File: src/rtl/bss_pkg.sv
`timescale 1ns/1ps
package bss_pkg;

    localparam int CODE_W = 8;

    typedef logic [CODE_W-1:0] code_t;

    typedef enum logic [2:0] {
        ST_OFF,
        ST_RAMP_UP,
        ST_REGULATE,
        ST_CMD_READY,
        ST_RAMP_DOWN
    } seq_state_t;

    typedef struct packed {
        logic lvl;
        logic rise;
    } sync_out_t;

    // 6.25 mV per LSB: code = mV * 4 / 25
    function automatic code_t mv_to_code(input int unsigned mv);
        int unsigned c;
        c = (mv * 4) / 25;
        return c[CODE_W-1:0];
    endfunction

    function automatic code_t boot_target(input logic [1:0] sel);
        code_t r;
        case (sel)
            2'b00:   r = mv_to_code(1100);
            2'b01:   r = mv_to_code(1000);
            2'b10:   r = mv_to_code(900);
            default: r = mv_to_code(800);
        endcase
        return r;
    endfunction

    function automatic code_t fixed_target(input logic [1:0] sel);
        code_t r;
        case (sel)
            2'b00:   r = mv_to_code(1400);
            2'b01:   r = mv_to_code(1200);
            2'b10:   r = mv_to_code(1000);
            default: r = mv_to_code(800);
        endcase
        return r;
    endfunction

endpackage

File: src/rtl/bss_sync.sv
`timescale 1ns/1ps
module bss_sync #(
    parameter int STAGES = 2
) (
    input  logic                clk,
    input  logic                rst,
    input  logic                d,
    output bss_pkg::sync_out_t  o
);
    logic [STAGES-1:0] chain;
    logic              last;

    generate
        if (STAGES > 1) begin : g_multi
            always_ff @(posedge clk) begin
                if (rst) chain <= '0;
                else     chain <= {chain[STAGES-2:0], d};
            end
        end else begin : g_single
            always_ff @(posedge clk) begin
                if (rst) chain <= '0;
                else     chain <= d;
            end
        end
    endgenerate

    always_ff @(posedge clk) begin
        if (rst) last <= 1'b0;
        else     last <= chain[STAGES-1];
    end

    assign o.lvl  = chain[STAGES-1];
    assign o.rise = chain[STAGES-1] & ~last;

    // an edge pulse lasts exactly one cycle
    a_r6_rise_one_cycle: assert property (@(posedge clk) disable iff (rst)
        o.rise |=> !o.rise);
endmodule

File: src/rtl/bss_decode.sv
`timescale 1ns/1ps
module bss_decode (
    input  logic           fix_mode,
    input  logic [1:0]     strap,
    output bss_pkg::code_t target
);
    always_comb begin
        if (fix_mode) target = bss_pkg::fixed_target(strap);
        else          target = bss_pkg::boot_target(strap);
    end
endmodule

File: src/rtl/bss_ramp.sv
`timescale 1ns/1ps
module bss_ramp #(
    parameter int STEP_CYC = 4
) (
    input  logic           clk,
    input  logic           rst,
    input  logic           restart,
    input  logic           move_en,
    input  bss_pkg::code_t goal,
    output bss_pkg::code_t code,
    output logic           at_goal
);
    localparam int CNT_W = (STEP_CYC > 1) ? $clog2(STEP_CYC) : 1;
    localparam logic [CNT_W-1:0] CNT_LAST = CNT_W'(STEP_CYC - 1);

    logic [CNT_W-1:0] cnt;

    assign at_goal = (code == goal);

    always_ff @(posedge clk) begin
        if (rst) begin
            cnt  <= '0;
            code <= '0;
        end else if (restart || !move_en || at_goal) begin
            cnt  <= '0;
        end else if (cnt == CNT_LAST) begin
            cnt  <= '0;
            code <= (code < goal) ? code + 1'b1 : code - 1'b1;
        end else begin
            cnt  <= cnt + 1'b1;
        end
    end

    // the code moves at most one LSB per clock
    a_r6_single_lsb: assert property (@(posedge clk) disable iff (rst)
        (code == $past(code)) || (code == $past(code) + 8'd1) || (code == $past(code) - 8'd1));
endmodule

File: src/rtl/bss_seq.sv
`timescale 1ns/1ps
module bss_seq #(
    parameter int STEP_CYC    = 4,
    parameter int SYNC_STAGES = 2
) (
    input  logic                         clk,
    input  logic                         rst,
    input  logic                         fix_mode,
    input  logic                         strap_a,
    input  logic                         strap_b,
    input  logic                         en_in,
    input  logic                         sys_ok_in,
    output logic [bss_pkg::CODE_W-1:0]   ref_code,
    output logic                         pgood,
    output logic                         cmd_ready
);
    import bss_pkg::*;

    sync_out_t  en_s, ok_s;
    code_t      dec_tgt, tgt_q, goal, code;
    logic       at_goal, restart, move_en, tgt_load;
    seq_state_t st_q, st_n;

    bss_sync #(.STAGES(SYNC_STAGES)) u_en_sync (
        .clk(clk), .rst(rst), .d(en_in), .o(en_s));

    bss_sync #(.STAGES(SYNC_STAGES)) u_ok_sync (
        .clk(clk), .rst(rst), .d(sys_ok_in), .o(ok_s));

    bss_decode u_dec (
        .fix_mode(fix_mode), .strap({strap_a, strap_b}), .target(dec_tgt));

    always_comb begin
        st_n = st_q;
        case (st_q)
            ST_OFF:       if (en_s.rise) st_n = ST_RAMP_UP;
            ST_RAMP_UP: begin
                if (!en_s.lvl)    st_n = ST_RAMP_DOWN;
                else if (at_goal) st_n = ST_REGULATE;
            end
            ST_REGULATE: begin
                if (!en_s.lvl)     st_n = ST_RAMP_DOWN;
                else if (ok_s.rise) st_n = ST_CMD_READY;
            end
            ST_CMD_READY: begin
                if (!en_s.lvl)     st_n = ST_RAMP_DOWN;
                else if (!ok_s.lvl) st_n = ST_REGULATE;
            end
            ST_RAMP_DOWN: begin
                if (en_s.rise)      st_n = ST_RAMP_UP;
                else if (code == '0) st_n = ST_OFF;
            end
            default:      st_n = ST_OFF;
        endcase
    end

    // target load: on an enable rise, or continuously in fixed mode while enabled
    always_comb begin
        tgt_load = 1'b0;
        if ((st_q == ST_OFF || st_q == ST_RAMP_DOWN) && en_s.rise)
            tgt_load = 1'b1;
        else if (fix_mode && en_s.lvl &&
                 (st_q == ST_RAMP_UP || st_q == ST_REGULATE || st_q == ST_CMD_READY))
            tgt_load = 1'b1;
    end

    always_ff @(posedge clk) begin
        if (rst) begin
            st_q  <= ST_OFF;
            tgt_q <= '0;
        end else begin
            st_q <= st_n;
            if (tgt_load) tgt_q <= dec_tgt;
        end
    end

    assign restart = (st_n != st_q);
    assign move_en = (st_q != ST_OFF);
    assign goal    = (st_q == ST_RAMP_DOWN) ? '0 : tgt_q;

    bss_ramp #(.STEP_CYC(STEP_CYC)) u_ramp (
        .clk(clk), .rst(rst), .restart(restart), .move_en(move_en),
        .goal(goal), .code(code), .at_goal(at_goal));

    assign ref_code  = code;
    assign pgood     = (st_q == ST_REGULATE) || (st_q == ST_CMD_READY);
    assign cmd_ready = (st_q == ST_CMD_READY);

    // code is zero whenever the block is off
    a_r1_off_zero: assert property (@(posedge clk) disable iff (rst)
        (st_q == ST_OFF) |-> (ref_code == '0));

    // power good first appears with the code on target
    a_r7_pgood_on_target: assert property (@(posedge clk) disable iff (rst)
        $rose(pgood) |-> (ref_code == tgt_q));

    // a low synchronized enable removes power good next cycle
    a_r8_enable_loss: assert property (@(posedge clk) disable iff (rst)
        !en_s.lvl |=> !pgood);

    // command-ready never stands without power good
    a_r10_ready_needs_pgood: assert property (@(posedge clk) disable iff (rst)
        cmd_ready |-> pgood);

    // in boot mode the target holds except at an enable rise
    a_r4_boot_hold: assert property (@(posedge clk) disable iff (rst)
        (!fix_mode && !en_s.rise) |=> $stable(tgt_q));
endmodule

File: config.mk
export PLATFORM = sky130hd
export DESIGN_NAME = bss_seq
export DESIGN_NICKNAME = d
export VERILOG_FILES = /design/src/rtl/bss_pkg.sv /design/src/rtl/bss_sync.sv /design/src/rtl/bss_decode.sv /design/src/rtl/bss_ramp.sv /design/src/rtl/bss_seq.sv
export SDC_FILE = /design/constraint.sdc
export NUM_CORES = 1
export LEC_CHECK = 0
export BUFFER_PORTS_ARGS = -buffer_cell sky130_fd_sc_hd__buf_2
export CAP_MARGIN = 20
export CORE_MARGIN = 10
export CORE_UTILIZATION = 35
export DETAILED_ROUTE_END_ITERATION = 16
export PLACE_DENSITY = 0.49
export SETUP_SLACK_MARGIN = 0.2
export SLEW_MARGIN = 20
export SYNTH_ARGS = -nofsm -noshare
export SYNTH_HDL_FRONTEND = slang
export SYNTH_SLANG_ARGS = --single-unit
File: constraint.sdc
create_clock -name clk -period 5.95 [get_ports clk]
set_input_delay 1.19 -clock clk [delete_from_list [all_inputs] [get_ports clk]]
set_output_delay 1.19 -clock clk [all_outputs]
set_load 0.005 [all_outputs]
==> results of run 1 <==
==> state kept, by name, indices dropped and copies added, names as in the netlist <==
register         cells
u_ok_sync.last       1
u_ok_sync.chain      2
tgt_q                4
u_en_sync.chain      2
u_en_sync.last       1
st_q                 3
u_ramp.cnt           2
u_ramp.code          8
==> per-layer routing <==
layer,part of all wire,routed length (um),GRT usage
met5,0,0,0
met3,0.034,111,0.0280
met1,0.51,1670,0.113
met2,0.46,1500,0.153
met4,0,0,0.0135
==> area by class of cell <==
type	count	share of cell area
clock buffer	3	0.0256
clock inverter	1	0.00465
inverter	8	0.0186
multi-input combinational	127	0.577
sequential	23	0.285
tap	50	0.0388
timing repair buffer	16	0.0497
==> power by group through the flow <==
stage                     Combinational (W)  Sequential [W]  Clock [W]
after detailed placement          0.0000378        0.000163          0
after global routing              0.0000430        0.000160   0.000110
after global placement            0.0000367        0.000163          0
after CTS                         0.0000382        0.000159   0.000103
after floorplan                   0.0000299        0.000162          0
final                             0.0000382        0.000159  0.0000987
==> cell usage in the layout, fill, tap and decap left out, drive strengths merged, types with 4 or more instances in the layout <==
cell,synthesis,layout
dfxtp,23,23
a21oi,17,17
buf,1,16
o21ai,13,13
ha,11,11
nand2,10,10
inv,8,8
nor2b,7,7
nor2,7,7
nand3,5,5
and2b,4,4
o2111ai,4,4
nor4,4,4
==> how the worst max path moves through the flow <==
stage / start / slack (ns) / end / cells past startpoint
CTS: st_q[2] / 1.89 / u_ramp.code[7] / 12
floorplan: st_q[2] / 2.32 / u_ramp.code[7] / 12
global placement: st_q[2] / 2.05 / u_ramp.code[7] / 12
detailed placement: st_q[2] / 1.94 / u_ramp.code[7] / 12
finish: st_q[2] / 1.85 / u_ramp.code[7] / 12
global route: st_q[2] / 1.59 / u_ramp.code[7] / 12
==> logic make-up (layout without fill, tap and decap cells) <==
| family | count (synthesis) | after routing | share of synthesized area |
|---|---|---|---|
| adders and majority gates | 12 | 12 | 0.108 |
| buffers and inverters | 12 | 28 | 0.0430 |
| DFF | 23 | 23 | 0.317 |
| AOI/OAI and AO/OA | 48 | 48 | 0.215 |
| and+or+nand+nor | 61 | 61 | 0.276 |
| muxes | 4 | 4 | 0.0284 |
| xor gates and xnor gates | 2 | 2 | 0.0121 |
==> per-stage QoR <==
step	total power, W	std cells	setup slack (ns)
2_1_floorplan	0.000192	162	2.32
3_3_place_gp	0.000199	224	2.05
3_5_place_dp	0.000200	224	1.94
4_1_cts	0.000301	228	1.89
5_1_grt	0.000313	228	1.59
6_report	0.000296	228	1.85
==> flow_metrics.env, run 1 <==
export IMPL_worst_pin_slew_ns=0.571
export IMPL_drt_vias_per_instance=5.35
export IMPL_skew_ns=0.00550
export IMPL_h_tree_depth=1
export IMPL_cts_hold_buf=0
export IMPL_crit_chain="or3b_4 -> nand2_1 -> ha_1 -> nor2b_1 -> o211ai_1 -> nand2_1 -> ha_1 -> a21oi_1 -> o211ai_1 -> o41ai_1 -> mux2_2 -> or4_1"
export IMPL_hp_class="reg2reg"
export IMPL_cts_sinks=23
export IMPL_r2r_slack_ns=1.85
export IMPL_drt_first_iter_violations=46
export IMPL_initial_core_util=0.363
export IMPL_holdWs_ns=0.432
export IMPL_yosysUniqueCellTypes=50
export IMPL_p_switching_w=0.0000751
export IMPL_setup_viol=0
export IMPL_cpMaxStageDelayCell="o41ai_1"
export IMPL_routedWlPerCell_um=14.4
export IMPL_clk_path_buf_depth=2
export IMPL_ir_worst_vdd_mv=0.162
export IMPL_startpoint_type="flop"
export IMPL_core_sq_um=4000
export IMPL_hold_depth=1
export IMPL_synth_top_area_frac=0.317
export IMPL_fillers=391
export IMPL_cts_tree="yes"
export IMPL_status="completed"
export IMPL_drc_errors=0
export IMPL_nets=198
export IMPL_num_rows=23
export IMPL_worstPathMaxFanout=7
export IMPL_port_buffers=16
export IMPL_rsz0062_at_grt="no"
export IMPL_synth_top_cell_by_area="dfxtp_1"
export IMPL_fin_util=0.403
export IMPL_synth_common_cells="23 x dfxtp_1, 16 x a21oi_1, 13 x o21ai_0, 11 x ha_1, 10 x nand2_1"
export IMPL_clk_pin_slew_worst_paths_ns=0.09
export IMPL_endpoint_kind="flop"
export IMPL_place_gp_congestion=0.833
export IMPL_multi_input_area_sq_um=931
export IMPL_rr_endpoint="u_ramp.code[7]"
export IMPL_ys_warn_count=0
export IMPL_fin_tns_setup_ns=0
export IMPL_antenna_found_initial=0
export IMPL_grt_pass1_wl_um=5580
export IMPL_comb_power_share=0.129
export IMPL_layout_min_cycle_time_ns=4.10
export IMPL_crit_type="reg2reg"
export IMPL_gr_total_overflow=0
export IMPL_swShare=0.254
export IMPL_seq_area_frac_synth=0.317
export IMPL_grt_use_total=0.0910
export IMPL_yosys_cell_count_top_type="dfxtp_1"
export IMPL_io_pins=17
export IMPL_dieArea_sq_um=7130
export IMPL_synth_avg_cell_area_sq_um=8.97
export IMPL_synth_area_leaders="dfxtp_1 32%, ha_1 9.5%, a21oi_1 5.5%, o21ai_0 4.5%, nor2b_1 3.0%"
export IMPL_final_area_sq_um=1610
export IMPL_pwr_share_clk=0.334
export IMPL_r2r_start="st_q[2]"
export IMPL_drive_gt1_frac=0.219
export IMPL_cpPeakStageDelay_ns=0.51
export IMPL_wl_um=3280
export IMPL_crit_buf_inv=0
export IMPL_num_vias=1219
export IMPL_relSlewSlack=0.614
export IMPL_numCtsBuffers=3
export IMPL_power_density_nw_per_um2=184
export IMPL_syn_inst=162
export IMPL_dp_hpwl_um=2490
export IMPL_synth_nets=181
export IMPL_syn_area_sq_um=1450
export IMPL_async_reset_ff_frac=0
export IMPL_die_height_um=84.5
export IMPL_fmax_mhz=244
export IMPL_ant_nets=0
export IMPL_timing_final_crit_share=0.688
export IMPL_seqPwrFrac=0.537
export IMPL_placed_area_sq_um=1560
export IMPL_insertedDiodeCount=0
export IMPL_p_int_w=0.000221
export IMPL_ctsResizeCount=0
export IMPL_firstDrtPassIters=6
export IMPL_synth_seq_cells=23
export IMPL_ys_flop_type="dfxtp_1"
export IMPL_root_buffer="clkbuf_8"
export IMPL_cp_data_required_time_ns=6.09
export IMPL_grt_max_degree=25
export IMPL_hold_viol=0
export IMPL_fp_dieW_um=84.5
export IMPL_crit_arrival_ns=4.24
export IMPL_path_delay_family="simple AND/OR/NAND/NOR gates"
export IMPL_p_leak_nw=0.664
export IMPL_cts_setup_buffers=0
export IMPL_areaGrowthSynthToFinish_pct=10.9
export IMPL_synth_edf_count=0
export IMPL_grt_pass1_vias=1172
export IMPL_slew_violations=0
export IMPL_cap_violations=0
export IMPL_clock_insertion_delay_worst_skew_ns=0.27
export IMPL_seq_area_sq_um=460
export IMPL_reg2reg_depth=12
export IMPL_min_to="u_ramp.cnt[0]"
export IMPL_hp_start="u_ramp.cnt[0]"
Power figures use the tool's default switching activity.
==> run 2: changes to the inputs <==
==> constraint.sdc (replaced) <==
create_clock -name clk -period 4.07 [get_ports clk]
set_input_delay 0.814 -clock clk [delete_from_list [all_inputs] [get_ports clk]]
set_output_delay 0.814 -clock clk [all_outputs]
set_load 0.005 [all_outputs]
==> flow_metrics.env, run 2 (synthesized netlist as in run 1, its figures left out) <==
export IMPL_drc_errors=0
export IMPL_initial_core_util=0.363
export IMPL_port_buffers=16
export IMPL_placed_area_sq_um=1580
export IMPL_fmax_mhz=265
export IMPL_routedWlPerCell_um=14.6
export IMPL_holdWs_ns=0.429
export IMPL_root_buffer="clkbuf_8"
export IMPL_io_pins=17
export IMPL_clk_pin_slew_worst_paths_ns=0.09
export IMPL_crit_arrival_ns=3.92
export IMPL_r2r_start="st_q[2]"
export IMPL_rsz0062_at_grt="no"
export IMPL_insertedDiodeCount=0
export IMPL_power_density_nw_per_um2=258
export IMPL_worst_pin_slew_ns=0.557
export IMPL_grt_use_total=0.0961
export IMPL_layout_min_cycle_time_ns=3.77
export IMPL_dieArea_sq_um=7130
export IMPL_grt_pass1_vias=1245
export IMPL_h_tree_depth=1
export IMPL_place_gp_congestion=0.833
export IMPL_worstPathMaxFanout=7
export IMPL_nets=205
export IMPL_dp_slack_ns=-0.0140
export IMPL_dp_hpwl_um=2470
export IMPL_grt_pass1_wl_um=5970
export IMPL_crit_buf_inv=0
export IMPL_final_cell_mix="21 x dfxtp_1, 16 x buf_2, 15 x a21oi_1, 13 x o21ai_0, 9 x nand2_1"
export IMPL_hold_viol=0
export IMPL_ir_worst_vdd_mv=0.216
export IMPL_clock_insertion_delay_worst_skew_ns=0.27
export IMPL_cap_violations=0
export IMPL_fin_ws_ns=0.300
export IMPL_cts_sinks=23
export IMPL_skew_ns=0.00408
export IMPL_num_rows=23
export IMPL_layout_commonest_cell="dfxtp_1"
export IMPL_status="completed"
export IMPL_drt_vias_per_instance=5.35
export IMPL_relSlewSlack=0.626
export IMPL_numCtsBuffers=3
export IMPL_seq_area_sq_um=465
export IMPL_regMostFlops="u_ramp.code"
export IMPL_num_vias=1257
export IMPL_cpMaxStageDelayCell="or4_1"
export IMPL_wl_um=3440
export IMPL_endpoint_kind="flop"
export IMPL_final_area_sq_um=1740
export IMPL_startpoint_type="flop"
export IMPL_core_sq_um=4000
export IMPL_areaGrowthSynthToFinish_pct=19.5
export IMPL_cpPeakStageDelay_ns=0.45
export IMPL_crit_chain="or3b_4 -> nand2_1 -> ha_1 -> nor2b_1 -> o211ai_1 -> nand2_2 -> ha_1 -> a21oi_2 -> o211ai_1 -> o41ai_2 -> mux2_2 -> or4_1"
export IMPL_timing_final_crit_share=0.926
export IMPL_antenna_found_initial=0
export IMPL_ant_nets=0
export IMPL_slew_violations=0
export IMPL_drive_gt1_frac=0.297
export IMPL_startpoint="st_q[2]"
export IMPL_cp_data_required_time_ns=4.22
export IMPL_setup_viol=0
export IMPL_die_height_um=84.5
export IMPL_hp_start="u_ramp.cnt[0]"
export IMPL_cts_tree="yes"
export IMPL_multi_input_area_sq_um=995
export IMPL_largest_reg_flops=8
export IMPL_fin_util=0.434
export IMPL_clk_path_buf_depth=2
export IMPL_drt_first_iter_violations=71
export IMPL_largestRegisters="u_ramp.code (8), tgt_q (4), st_q (3)"
export IMPL_hp_class="reg2reg"
export IMPL_power_total_w=0.000448
export IMPL_fillers=383
export IMPL_grt_max_degree=25
export IMPL_path_delay_family="simple AND/OR/NAND/NOR gates"
export IMPL_fp_dieW_um=84.5
export IMPL_firstDrtPassIters=4
export IMPL_p_leak_nw=0.707
export IMPL_crit_type="reg2reg"
export IMPL_gr_total_overflow=0
[run 2: worst paths after layout]
check | to | slack, ns | cells past startpoint
worst min register to register | u_ramp.cnt[0] | 0.43 | 1
worst min-delay path | u_ramp.cnt[0] | 0.43 | 1
worst max-delay path | u_ramp.code[7] | 0.30 | 12
worst max register to register | u_ramp.code[7] | 0.30 | 12
[run 2: power breakdown]
part / switching [W] / leakage, nW / internal, W
registers: 0.00000291 / 0.188 / 0.000229
logic: 0.0000355 / 0.497 / 0.0000347
clock network: 0.0000769 / 0.0217 / 0.0000693
total: 0.000115 / 0.707 / 0.000333
[run 2: stage by stage]
step / instances / setup TNS, ns
after floorplan: 162 / 0
after global placement: 226 / 0
after detailed placement: 226 / -0.0140
after CTS: 230 / 0
after global routing: 235 / 0
final: 235 / 0
[run 2: worst reg2reg max path: stages, from the launching register on]
cell and delay, ns:
dfxtp_4 0.38, or3b_4 0.41, nand2_1 0.09, ha_1 0.23, nor2b_1 0.13, o211ai_1 0.36, nand2_2 0.17, ha_1 0.34
a21oi_2 0.17, o211ai_1 0.14, o41ai_2 0.39, mux2_2 0.38, or4_1 0.45
[run 2: cell type report]
type | instances | share of cell area
clock inverter | 1 | 0.00432
inverter | 8 | 0.0173
clock buffer | 3 | 0.0238
timing repair buffer | 23 | 0.0785
sequential | 23 | 0.268
tap | 50 | 0.0360
multi-input combinational | 127 | 0.572
[run 2: metal layers]
layer  GRT usage  vias to the layer above  wire length [um]
met2       0.154                       22              1580
met4      0.0180                        0                19
li1            -                      654                 -
met5           0                        -                 0
met3      0.0319                        2               154
met1       0.123                      579              1680
[run 2: repair_timing]
item	4_1_cts	5_1_grt
hold buffers	0	0
hold endpoints to repair	0	0
buffers inserted	0	5
gates resized for setup	2	9
pin swaps	0	4
setup endpoints to repair	1	1
==> run 3: changes to the inputs <==
--- a/config.mk
+++ b/config.mk
@@ -10,7 +10,9 @@
 export CORE_MARGIN = 10
 export CORE_UTILIZATION = 35
 export DETAILED_ROUTE_END_ITERATION = 16
+export GPL_TIMING_DRIVEN = 0
 export PLACE_DENSITY = 0.49
+export RECOVER_POWER = 25
 export SETUP_SLACK_MARGIN = 0.2
 export SLEW_MARGIN = 20
 export SYNTH_ARGS = -nofsm -noshare
==> flow_metrics.env, run 3 (synthesized netlist as in run 1, its figures left out) <==
export IMPL_routedWlPerCell_um=15.0
export IMPL_numCtsBuffers=3
export IMPL_core_sq_um=4000
export IMPL_num_rows=23
export IMPL_fin_util=0.424
export IMPL_fin_cells=236
export IMPL_place_gp_congestion=0.770
export IMPL_rr_endpoint="u_ramp.code[7]"
export IMPL_areaGrowthSynthToFinish_pct=16.5
export IMPL_layout_min_cycle_time_ns=3.78
export IMPL_endpoint_kind="flop"
export IMPL_relSlewSlack=0.593
export IMPL_insertedDiodeCount=0
export IMPL_regMostFlops="u_ramp.code"
export IMPL_dieArea_sq_um=7130
export IMPL_nets=206
export IMPL_gr_total_overflow=0
export IMPL_worst_pin_slew_ns=0.605
export IMPL_fmax_mhz=265
export IMPL_slew_violations=0
export IMPL_grt_max_degree=15
export IMPL_fp_dieW_um=84.5
export IMPL_drc_errors=0
export IMPL_crit_arrival_ns=3.92
export IMPL_cts_sinks=23
export IMPL_dp_hpwl_um=2700
export IMPL_ant_nets=0
export IMPL_p_leak_nw=0.702
export IMPL_clk_pin_slew_worst_paths_ns=0.09
export IMPL_cap_violations=0
export IMPL_grt_use_total=0.0969
export IMPL_worstPathMaxFanout=9
export IMPL_hp_class="reg2reg"
export IMPL_root_buffer="clkbuf_8"
export IMPL_initial_core_util=0.363
export IMPL_power_density_nw_per_um2=261
export IMPL_firstDrtPassIters=4
export IMPL_drt_vias_per_instance=5.46
export IMPL_timing_final_crit_share=0.928
export IMPL_fin_ws_ns=0.292
export IMPL_status="completed"
export IMPL_drive_gt1_frac=0.269
export IMPL_grt_pass1_wl_um=5950
export IMPL_port_buffers=16
export IMPL_rsz0062_at_grt="no"
export IMPL_startpoint_type="flop"
export IMPL_clock_insertion_delay_worst_skew_ns=0.27
export IMPL_hp_start="u_ramp.cnt[0]"
export IMPL_antenna_found_initial=0
export IMPL_setup_viol=0
export IMPL_min_to="u_ramp.cnt[0]"
export IMPL_die_height_um=84.5
export IMPL_clk_path_buf_depth=2
export IMPL_holdWs_ns=0.433
export IMPL_r2r_start="st_q[0]"
export IMPL_hold_depth=1
export IMPL_largest_reg_flops=8
export IMPL_skew_ns=0.00683
export IMPL_cp_data_required_time_ns=4.21
export IMPL_wl_um=3540
export IMPL_r2r_slack_ns=0.29
export IMPL_h_tree_depth=1
export IMPL_power_total_w=0.000443
export IMPL_grt_pass1_vias=1284
export IMPL_drt_first_iter_violations=76
export IMPL_final_cell_mix="21 x dfxtp_1, 15 x buf_2, 14 x a21oi_1, 13 x o21ai_0, 11 x ha_1"
export IMPL_layout_commonest_cell="dfxtp_1"
export IMPL_io_pins=17
export IMPL_ir_worst_vdd_mv=0.184
export IMPL_num_vias=1288
export IMPL_hold_viol=0
export IMPL_crit_type="reg2reg"
export IMPL_cts_tree="yes"
export IMPL_largestRegisters="u_ramp.code (8), tgt_q (4), st_q (3)"
export IMPL_place_inst=228
export IMPL_reg2reg_depth=12
export IMPL_dp_slack_ns=-0.112
run 3: metal layers:
layer  GRT usage  wire (um)
met5           0          0
met4      0.0195         19
met3      0.0261        117
met2       0.159       1620
met1       0.124       1790
run 3: per-stage QoR:
| stage | setup TNS [ns] | instance area (sq um) |
|---|---|---|
| 6_report | 0 | 1690 |
| 2_1_floorplan | 0 | 1450 |
| 4_1_cts | 0 | 1660 |
| 3_3_place_gp | -0.114 | 1600 |
| 3_5_place_dp | -0.112 | 1600 |
| 5_1_grt | 0 | 1690 |
run 3: timing repair:
item	in CTS	in global routing
buffers inserted	1	3
hold buffers	0	0
pin swaps	1	4
endpoints found under the setup margin	1	1
gates resized for setup	2	5
run 3: final cells by class:
class / count / area [sq um]
fill: 408 / 2310
inverter: 8 / 30.0
multi-input combinational: 127 / 948
clock buffer: 3 / 41.3
sequential: 23 / 463
buffer: 4 / 32.5
timing repair buffer: 20 / 109
tap: 50 / 62.6
clock inverter: 1 / 7.51
run 3: where the power goes:
group	switching [W]	total (W)	internal (W)
sequential	0.00000328	0.000233	0.000229
clock	0.0000763	0.000146	0.0000693
combinational	0.0000353	0.0000649	0.0000295
run 3: critical path, stage by stage (launching register included):
cell      delay (ns)
dfxtp_1         0.39
or3b_4          0.46
nand2_1         0.09
ha_1            0.23
nor2b_1         0.13
o211ai_1        0.26
nand2_2         0.18
ha_1            0.33
a21oi_2         0.17
o211ai_1        0.16
o41ai_2         0.42
mux2_2          0.38
or4_1           0.47
run 3: how the worst max path moves through the flow:
| stage | start | end | slack [ns] | cells past startpoint |
|---|---|---|---|---|
| final | st_q[0] | u_ramp.code[7] | 0.29 | 12 |
| after global routing | st_q[0] | u_ramp.code[7] | 0.16 | 12 |
| after CTS | st_q[2] | u_ramp.code[7] | 0.22 | 11 |
| after detailed placement | st_q[2] | u_ramp.code[7] | -0.11 | 12 |
| after global placement | st_q[2] | u_ramp.code[7] | -0.11 | 12 |
| after floorplan | st_q[2] | u_ramp.code[7] | 0.44 | 12 |
